$ cat config.mk
export PLATFORM = sky130hd
export DESIGN_NAME = guard_enable_ctrl
export DESIGN_NICKNAME = d
export VERILOG_FILES = /design/src/rtl/gec_pkg.sv /design/src/rtl/gec_code_regs.sv /design/src/rtl/gec_setup_gate.sv /design/src/rtl/gec_pair_tracker.sv /design/src/rtl/guard_enable_ctrl.sv
export SDC_FILE = /design/constraint.sdc
export NUM_CORES = 1
export LEC_CHECK = 0
export ABC_AREA = 1
export ABC_CLOCK_PERIOD_IN_PS = 1430
export BUFFER_PORTS_ARGS = -buffer_cell sky130_fd_sc_hd__buf_2
export CAP_MARGIN = 40
export CORE_UTILIZATION = 40
export CTS_CLUSTER_DIAMETER = 80
export CTS_CLUSTER_SIZE = 10
export DETAILED_ROUTE_END_ITERATION = 10
export GPL_ROUTABILITY_DRIVEN = 1
export HOLD_SLACK_MARGIN = 0.02
export MAX_ROUTING_LAYER = met4
export PLACE_DENSITY = 0.71
export SLEW_MARGIN = 30
export SYNTH_ARGS = -nofsm -noshare
export SYNTH_HDL_FRONTEND = slang
export SYNTH_SLANG_ARGS = --single-unit
export TNS_END_PERCENT = 1
$ cat constraint.sdc
create_clock -name clk_i -period 1.43 [get_ports clk_i]
set_clock_uncertainty 0.15 [all_clocks]
set_input_delay 0.2145 -clock clk_i [delete_from_list [all_inputs] [get_ports clk_i]]
set_output_delay 0.2145 -clock clk_i [all_outputs]
set_load 0.005 [all_outputs]
$ cat src/rtl/gec_pkg.sv
package gec_pkg;
  typedef enum logic [1:0] {
    EVT_OTHER = 2'b00,
    EVT_SETUP = 2'b01,
    EVT_ON    = 2'b10,
    EVT_OFF   = 2'b11
  } evt_kind_e;

  typedef enum logic [1:0] {
    PEND_NONE = 2'b00,
    PEND_ON   = 2'b01,
    PEND_OFF  = 2'b10
  } pend_e;
endpackage

$ cat src/rtl/gec_code_regs.sv
module gec_code_regs #(
  parameter int unsigned CODE_W = 5
) (
  input  logic              clk_i,
  input  logic              rst_ni,
  input  logic              wr_en_i,
  input  logic [CODE_W-1:0] lo_i,
  input  logic [CODE_W-1:0] hi_i,
  output logic [CODE_W-1:0] lo_o,
  output logic [CODE_W-1:0] hi_o
);
  localparam logic [CODE_W-1:0] RST_CODE = {CODE_W{1'b1}};

  always_ff @(posedge clk_i or negedge rst_ni) begin
    if (!rst_ni) begin
      lo_o <= RST_CODE;
      hi_o <= RST_CODE;
    end else if (wr_en_i) begin
      lo_o <= lo_i;
      hi_o <= hi_i;
    end
  end
endmodule

$ cat src/rtl/gec_setup_gate.sv
module gec_setup_gate (
  input  logic clk_i,
  input  logic rst_ni,
  input  logic setup_hit_i,
  input  logic enable_i,
  input  logic run_i,
  output logic wr_en_o,
  output logic setup_done_o
);
  logic locked;
  assign locked  = enable_i & run_i;
  assign wr_en_o = setup_hit_i & ~locked;

  // sticky until reset
  always_ff @(posedge clk_i or negedge rst_ni) begin
    if (!rst_ni)      setup_done_o <= 1'b0;
    else if (wr_en_o) setup_done_o <= 1'b1;
  end
endmodule

$ cat src/rtl/gec_pair_tracker.sv
module gec_pair_tracker
  import gec_pkg::*;
#(
  parameter int unsigned REPEAT = 2
) (
  input  logic      clk_i,
  input  logic      rst_ni,
  input  logic      hit_i,
  input  evt_kind_e kind_i,
  input  logic      setup_done_i,
  output logic      enable_o
);
  localparam int unsigned CNT_W = $clog2(REPEAT + 1);
  localparam logic [CNT_W-1:0] CNT_ONE  = CNT_W'(1);
  localparam logic [CNT_W-1:0] CNT_DONE = CNT_W'(REPEAT);

  pend_e            pend_q;
  logic [CNT_W-1:0] cnt_q;
  logic             on_ok, off_ok;
  logic [CNT_W-1:0] next_cnt;

  assign on_ok  = hit_i && kind_i == EVT_ON && setup_done_i;
  assign off_ok = hit_i && kind_i == EVT_OFF;

  always_comb begin
    next_cnt = CNT_ONE;
    if ((on_ok && pend_q == PEND_ON) || (off_ok && pend_q == PEND_OFF))
      next_cnt = cnt_q + CNT_ONE;
  end

  always_ff @(posedge clk_i or negedge rst_ni) begin
    if (!rst_ni) begin
      pend_q   <= PEND_NONE;
      cnt_q    <= '0;
      enable_o <= 1'b0;
    end else if (hit_i) begin
      if ((on_ok || off_ok) && next_cnt >= CNT_DONE) begin
        enable_o <= on_ok;
        pend_q   <= PEND_NONE;
        cnt_q    <= '0;
      end else if (on_ok) begin
        pend_q <= PEND_ON;
        cnt_q  <= next_cnt;
      end else if (off_ok) begin
        pend_q <= PEND_OFF;
        cnt_q  <= next_cnt;
      end else begin
        // setup, other, or refused on breaks the run
        pend_q <= PEND_NONE;
        cnt_q  <= '0;
      end
    end
  end
endmodule

$ cat src/rtl/guard_enable_ctrl.sv
module guard_enable_ctrl
  import gec_pkg::*;
#(
  parameter int unsigned CODE_W = 5,
  parameter int unsigned REPEAT = 2,
  parameter int unsigned PAD_W  = 2
) (
  input  logic                      clk_i,
  input  logic                      rst_ni,
  input  logic                      evt_valid_i,
  input  logic                      evt_match_i,
  input  logic [1:0]                evt_kind_i,
  input  logic [CODE_W-1:0]         code_lo_i,
  input  logic [CODE_W-1:0]         code_hi_i,
  input  logic                      run_i,
  output logic [CODE_W-1:0]         code0_o,
  output logic [CODE_W-1:0]         code1_o,
  output logic                      enable_o,
  output logic                      shutdown_o,
  output logic [CODE_W+PAD_W:0]     rdback0_o,
  output logic [CODE_W+PAD_W:0]     rdback1_o
);
  localparam int unsigned NUM_REG = 2;

  evt_kind_e kind;
  logic      hit, setup_hit, wr_en, setup_done;
  logic [CODE_W-1:0] codes [NUM_REG];
  logic [CODE_W+PAD_W:0] rdback [NUM_REG];

  assign kind      = evt_kind_e'(evt_kind_i);
  assign hit       = evt_valid_i & evt_match_i;
  assign setup_hit = hit && kind == EVT_SETUP;

  gec_setup_gate u_gate (
    .clk_i        (clk_i),
    .rst_ni       (rst_ni),
    .setup_hit_i  (setup_hit),
    .enable_i     (enable_o),
    .run_i        (run_i),
    .wr_en_o      (wr_en),
    .setup_done_o (setup_done)
  );

  gec_code_regs #(.CODE_W(CODE_W)) u_regs (
    .clk_i   (clk_i),
    .rst_ni  (rst_ni),
    .wr_en_i (wr_en),
    .lo_i    (code_lo_i),
    .hi_i    (code_hi_i),
    .lo_o    (code0_o),
    .hi_o    (code1_o)
  );

  gec_pair_tracker #(.REPEAT(REPEAT)) u_pair (
    .clk_i        (clk_i),
    .rst_ni       (rst_ni),
    .hit_i        (hit),
    .kind_i       (kind),
    .setup_done_i (setup_done),
    .enable_o     (enable_o)
  );

  assign shutdown_o = ~(run_i & enable_o);
  assign codes[0]   = code0_o;
  assign codes[1]   = code1_o;

  for (genvar g = 0; g < NUM_REG; g++) begin : g_rdback
    assign rdback[g] = {codes[g], shutdown_o, {PAD_W{1'b0}}};
  end

  assign rdback0_o = rdback[0];
  assign rdback1_o = rdback[1];
endmodule

==> results of run 1 <==
## area by class of cell
cell class	count	area [sq um]	area share
timing repair buffer	52	330.3	0.2851
sequential	16	412.9	0.3564
tap	27	33.78	0.02916
multi-input combinational	57	302.8	0.2613
clock buffer	4	26.28	0.02268
inverter	14	52.55	0.04536
## cell usage after synthesis
cell type  number
nand3_2         1
inv_1          14
o21a_1          1
buf_4          16
o21ai_2        10
nor2_2          2
dfrtp_1         6
nand2_1        26
conb_1          1
or2_2           1
xor2_1          1
and2_2          1
dfstp_2        10
buf_6           2
nor2_1          4
and2_1          1
nand2_2         3
nand3_1         2
## placed cells by master, fill, tap and decap left out, drive strengths merged
cell type and instances:
buf 41, nand2 29, inv 14, dlygate4sd3 11
o21ai 10, dfstp 10, dfrtp 6, nor2 6
conb 4, clkbuf 4, nand3 3, and2 2
xor2 1, or2 1, o21a 1
## how the worst max path moves through the flow
stage | from | end
after floorplan | u_pair.enable_o | u_regs.hi_o[0]
after global placement | evt_valid_i | u_pair.enable_o
after detailed placement | evt_valid_i | u_pair.enable_o
after CTS | u_pair.enable_o | rdback0_o[2]
after global routing | u_pair.enable_o | shutdown_o
final | u_regs.hi_o[4] | code1_o[4]
## what timing repair did
item                       4_1_cts  5_1_grt
hold buffers                    11        0
hold endpoints to repair        26        0
setup endpoints to repair        0        0
## state kept, by name, indices dropped and copies added, names as in the netlist
register / count
u_pair.cnt_q: 2
u_pair.pend_q: 2
u_pair.enable_o: 1
u_regs.hi_o: 5
u_regs.lo_o: 5
u_gate.setup_done_o: 1
## report_power, final
part	switching (mW)	internal [mW]
Sequential	0.0442	0.555
Combinational	0.140	0.160
Clock	0.134	0.108
## cell families after synthesis
| family | Yosys count | share of synthesized area |
|---|---|---|
| DFF | 16 | 0.4590 |
| AOI/OAI and AO/OA | 11 | 0.1057 |
| and+or+nand+nor | 41 | 0.2045 |
| xor gates and xnor gates | 1 | 0.009738 |
| buffers and inverters | 32 | 0.2170 |
| other | 1 | 0.004168 |
## per-stage QoR
| stage | cells | setup slack [ns] | cell area [sq um] |
|---|---|---|---|
| floorplan | 105 | 0.3153 | 910.9 |
| global placement | 155 | 0.2943 | 1022 |
| detailed placement | 155 | 0.2391 | 1022 |
| CTS | 170 | 0.1026 | 1159 |
| global route | 170 | 0.05044 | 1159 |
| finish | 170 | 0.1213 | 1159 |
## metal layers
| metal | vias to the layer above | GRT usage | routed length, um |
|---|---|---|---|
| met5 | - | - | 0 |
| met2 | 28 | 0.2580 | 835 |
| met3 | 4 | 0.009346 | 65 |
| met1 | 322 | 0.1579 | 650 |
| li1 | 365 | - | - |
| met4 | 0 | 0.07143 | 28 |
==> reports/qor.csv, run 1 <==
stage;metric;value;unit
hold_path;worst hold path depth;4;
clocking;CTS tree;yes;
critical_path;worst r2r src;u_pair.enable_o;
critical_path;crit path max fanout;3;
power_and_ir_drop;Tot Pwr;1.141;mW
global_route;total grt overflow;0;
clocking;total CTS buffers;3;
timing;Worst Hold Slack;0.1117;ns
route;Routed Wire Length;1580;um
floorplanning;IO Pins;45;
clocking;# Post-CTS Setup Buffers;0;
timing;f_max;0.7641;GHz
finish;# fillers;199;
logic_synthesis;Netlist cell types;18;
floorplanning;total die area;2443;sq um
power_and_ir_drop;PD cells;984.5;nW/um^2
timing;setup TNS;0;ns
route;Antenna Violating Nets Remaining;0;
hold_path;min-delay src;evt_match_i;
critical_path;Worst path max stage delay;0.55;ns
critical_path;WP data arrival;0.94;ns
clocking;CTS Buffer Depth;2;
timing;RSZ-0062 raised after global routing;no;
clocking;Worst-path clk slew;0.09;ns
route;Iteration-0 DRC Markers;4;
clocking;CTS resizes;0;
logic_synthesis;cell taking the most area after synthesis;dfstp_2;
critical_path;worst path cell trace;buf_2;
finish;post-layout util;0.5674;
logic_synthesis;syn_area_per_cell;8.820;sq um
route;Via density;4.229;
power_and_ir_drop;peak supply drop;641.6;uV
logic_synthesis;Syn Inst Count;102;
timing;fin. max-slew vios;0;
placed_design;detailed placement HPWL;1157;um
clocking;clk sinks;16;
timing;clock period minus worst slack;1.309;ns
route;DRC;0;
route;via count;719;
job;max_cap viols;0;
critical_path;Reg2Reg Depth;5;
placed_design;PortBufs;40;
floorplanning;Die Span X;49.43;um
route;Routed wire per std cell;9.294;um
logic_synthesis;sequential share of the synthesized area;0.4590;
critical_path;CP Data Required Time;1.07;ns
floorplanning;Core ar.;2042;sq um
status;status;completed;
global_route;vias in the first global route;655;
critical_path;critical path startpoint category;register;
floorplanning;Initial Util;0.4406;
global_route;global-route wire length before repair;2628;um
floorplanning;row count;16;
critical_path;CP top delay family;flip-flops;
hold_path;hold endpoint;u_pair.pend_q[1];
power_and_ir_drop;leak pwr;0.6415;nW
logic_synthesis;number of synthesized register bits;16;
critical_path;kind of end point of the critical path;output port;
clocking;clk_lat worst skew;0.28;ns
route;drt first pass iters;4;
critical_path;flop2flop setup slack;0.28;ns
finish;ANT cells;0;
hold_path;worst hold path class;in2reg;
clocking;H-tree Lvls;1;
logic_synthesis;synth top area cells;dfstp_2, dfrtp_1, buf_4;
finish;layout cell share with drive strength beyond 1;0.5035;
critical_path;reg-to-reg endpoint;u_regs.hi_o[1];
global_route;pin count of the biggest net entering global routing;22;
critical_path;CP Depth;1;
logic_synthesis;area share of the largest cell type after synthesis;0.2921;
logic_synthesis;Mapped Area;899.6;sq um
critical_path;Crit Path Class;reg2out;
timing;fin crit share;0.9152;
logic_synthesis;Ys Warns;0;
timing;Final Hold Fails;0;
timing;final setup fails;0;
critical_path;Critical path buffers and inverters;1;
critical_path;critical path's slowest cell;dfstp_2;
global_route;GRT Total Usage;0.1430;
finish;Layout area overhead;28.79;%
clocking;clock root buffer;clkbuf_4;
finish;nets@finish;161;
floorplanning;Die Height;49.43;um
global_route;initial antenna violation count;0;
placed_design;GPL Wtd Cong;0.7539;
Note: power is estimated with default switching activity, not from simulation.
==> run 2: changes to the inputs <==
- ABC_CLOCK_PERIOD_IN_PS: 1430 -> 1290
- CORE_UTILIZATION: 40 -> 44
- PLACE_DENSITY: 0.71 -> 0.77
- clock period: 1.43 -> 1.29 ns (I/O delays scaled with it)
==> run 2 against run 1 <==
  * Sequential share of layout area did not move
  * Clock power rose by 9.9%
  * Combinational power rose by 12%
  * Non-clock buffer count did not move
  * Highest routed layer unchanged
  * Utilization rose by 6.9 points
  * First-iteration DRC count rose to 3.3 times the previous value
  * Flip-flop and latch count did not move
  * Final cell count fell by 1.2%
  * Global-route usage rose by 1.3 points
  * Via count rose by 1.7%
  * Wire length rose by 7.3%
  * Design area did not move
==> reports/qor.csv, run 2 (synthesized netlist as in run 1, its figures left out) <==
stage;metric;value;unit
status;status;completed;
route;Routed Wire Length;1695;um
floorplanning;Initial Util;0.4942;
critical_path;CP top delay family;flip-flops;
power_and_ir_drop;Sw Ratio;0.2793;
critical_path;kind of end point of the critical path;output port;
job;max_cap viols;0;
floorplanning;Core ar.;1821;sq um
critical_path;Crit Path Class;reg2out;
power_and_ir_drop;Pint;912.5;uW
placed_design;Post-Place Cell Area;1020;sq um
clocking;total CTS buffers;3;
hold_path;min-delay src;evt_match_i;
global_route;total grt overflow;0;
clocking;clock root buffer;clkbuf_4;
timing;fin. max-slew vios;0;
global_route;pin count of the biggest net entering global routing;22;
finish;Largest regs;u_regs.hi_o (5), u_regs.lo_o (5);
critical_path;crit path max fanout;3;
clocking;# Post-CTS Setup Buffers;0;
timing;final setup fails;0;
floorplanning;Die Height;47.22;um
floorplanning;Die Span X;47.22;um
hold_path;worst hold path class;in2reg;
power_and_ir_drop;peak supply drop;856.7;uV
finish;ANT cells;0;
power_and_ir_drop;clock power share;0.210;
critical_path;Reg2Reg Depth;6;
power_and_ir_drop;Seq pwr share;0.524;
timing;RSZ-0062 raised after global routing;yes;
finish;commonest non-fill, non-tap cell in the layout;buf_2;
clocking;CTS Buffer Depth;2;
route;drt first pass iters;4;
critical_path;Critical path buffers and inverters;1;
route;Antenna Violating Nets Remaining;0;
critical_path;reg-to-reg endpoint;u_pair.pend_q[0];
floorplanning;IO Pins;45;
hold_path;worst hold path depth;4;
clocking;H-tree Lvls;1;
timing;f_max;0.7803;GHz
clocking;CTS tree;yes;
placed_design;PortBufs;40;
timing;fin crit share;0.9934;
power_and_ir_drop;Switch Pwr;353.6;uW
critical_path;flop2flop setup slack;0.14;ns
hold_path;hold endpoint;u_pair.cnt_q[0];
finish;post-layout util;0.6364;
critical_path;worst path cell trace;buf_2;
route;Via density;4.351;
global_route;initial antenna violation count;0;
finish;design area;1159;sq um
route;via count;731;
global_route;global-route wire length before repair;2352;um
floorplanning;row count;15;
route;Routed wire per std cell;10.09;um
power_and_ir_drop;leak pwr;0.6422;nW
critical_path;worst r2r src;u_pair.pend_q[1];
timing;Final Hold Fails;0;
timing;clock period minus worst slack;1.282;ns
clocking;clk_lat worst skew;0.27;ns
global_route;GRT Total Usage;0.1564;
route;DRC;0;
power_and_ir_drop;PD cells;1093;nW/um^2
placed_design;GPL Wtd Cong;0.6475;
finish;commonest cells after routing, fill and taps aside;buf_2, nand2_1, inv_1;
timing;Worst Hold Slack;0.1163;ns
clocking;clk sinks;16;
critical_path;WP data arrival;0.94;ns
critical_path;CP Data Required Time;0.95;ns
finish;nets@finish;161;
power_and_ir_drop;combinational power share;0.266;
critical_path;critical path startpoint category;register;
route;Iteration-0 DRC Markers;13;
clocking;Worst-path clk slew;0.09;ns
placed_design;detailed placement HPWL;1121;um
floorplanning;total die area;2229;sq um
finish;Layout area overhead;28.79;%
critical_path;critical path's slowest cell;dfstp_2;
finish;layout cell share with drive strength beyond 1;0.5105;
critical_path;Worst path max stage delay;0.55;ns
global_route;vias in the first global route;576;
## run 2: per-layer routing
metal  GRT usage  routed length, um  up-vias
li1            -                  -      371
met1      0.1667                642      320
met2      0.2778                900       34
met3     0.03077                108        6
met4     0.06857                 43        0
met5           -                  0        -
## run 2: how the worst max path moves through the flow
stage	start	depth (start not counted)	end	slack, ns
CTS	u_regs.lo_o[2]	1	rdback0_o[5]	0.006
detailed placement	evt_valid_i	8	u_pair.pend_q[1]	0.11
global route	u_regs.hi_o[1]	1	rdback1_o[4]	-0.02
global placement	evt_valid_i	8	u_pair.pend_q[1]	0.14
floorplan	u_pair.enable_o	5	u_regs.hi_o[0]	0.18
finish	u_regs.hi_o[4]	1	rdback1_o[7]	0.008
## run 2: tightest hold or removal path: stages
cell and delay, ns:
buf_2 0.08, nand2_2 0.10, nand2_1 0.08, nand2_1 0.05
## run 2: final cells by class
type / count / area, sq um
clock buffer: 4 / 26.28
multi-input combinational: 57 / 305.3
inverter: 14 / 52.55
fill: 167 / 661.9
timing repair buffer: 52 / 330.3
sequential: 16 / 412.9
tap: 25 / 31.28
## run 2: metrics by stage
step	worst slack (ns)	setup TNS, ns	power (mW)	cells
floorplan	0.1753	0	0.9043	105
global route	-0.02262	-0.2482	1.344	168
finish	0.008461	0	1.266	168
global placement	0.1443	0	0.9721	153
CTS	0.005636	0	1.272	168
detailed placement	0.1055	0	0.9839	153
## run 2: what timing repair did
item                       CTS  global route
gates resized for setup      0             1
setup endpoints to repair    0            23
hold endpoints to repair    26             0
hold buffers                11             0
## run 2: power groups by stage
| stage | sequential (mW) | clock, mW | combinational (mW) |
|---|---|---|---|
| after floorplan | 0.678 | 0 | 0.226 |
| after global placement | 0.669 | 0 | 0.303 |
| after detailed placement | 0.673 | 0 | 0.311 |
| after CTS | 0.665 | 0.270 | 0.337 |
| after global routing | 0.678 | 0.287 | 0.379 |
| final | 0.664 | 0.266 | 0.336 |
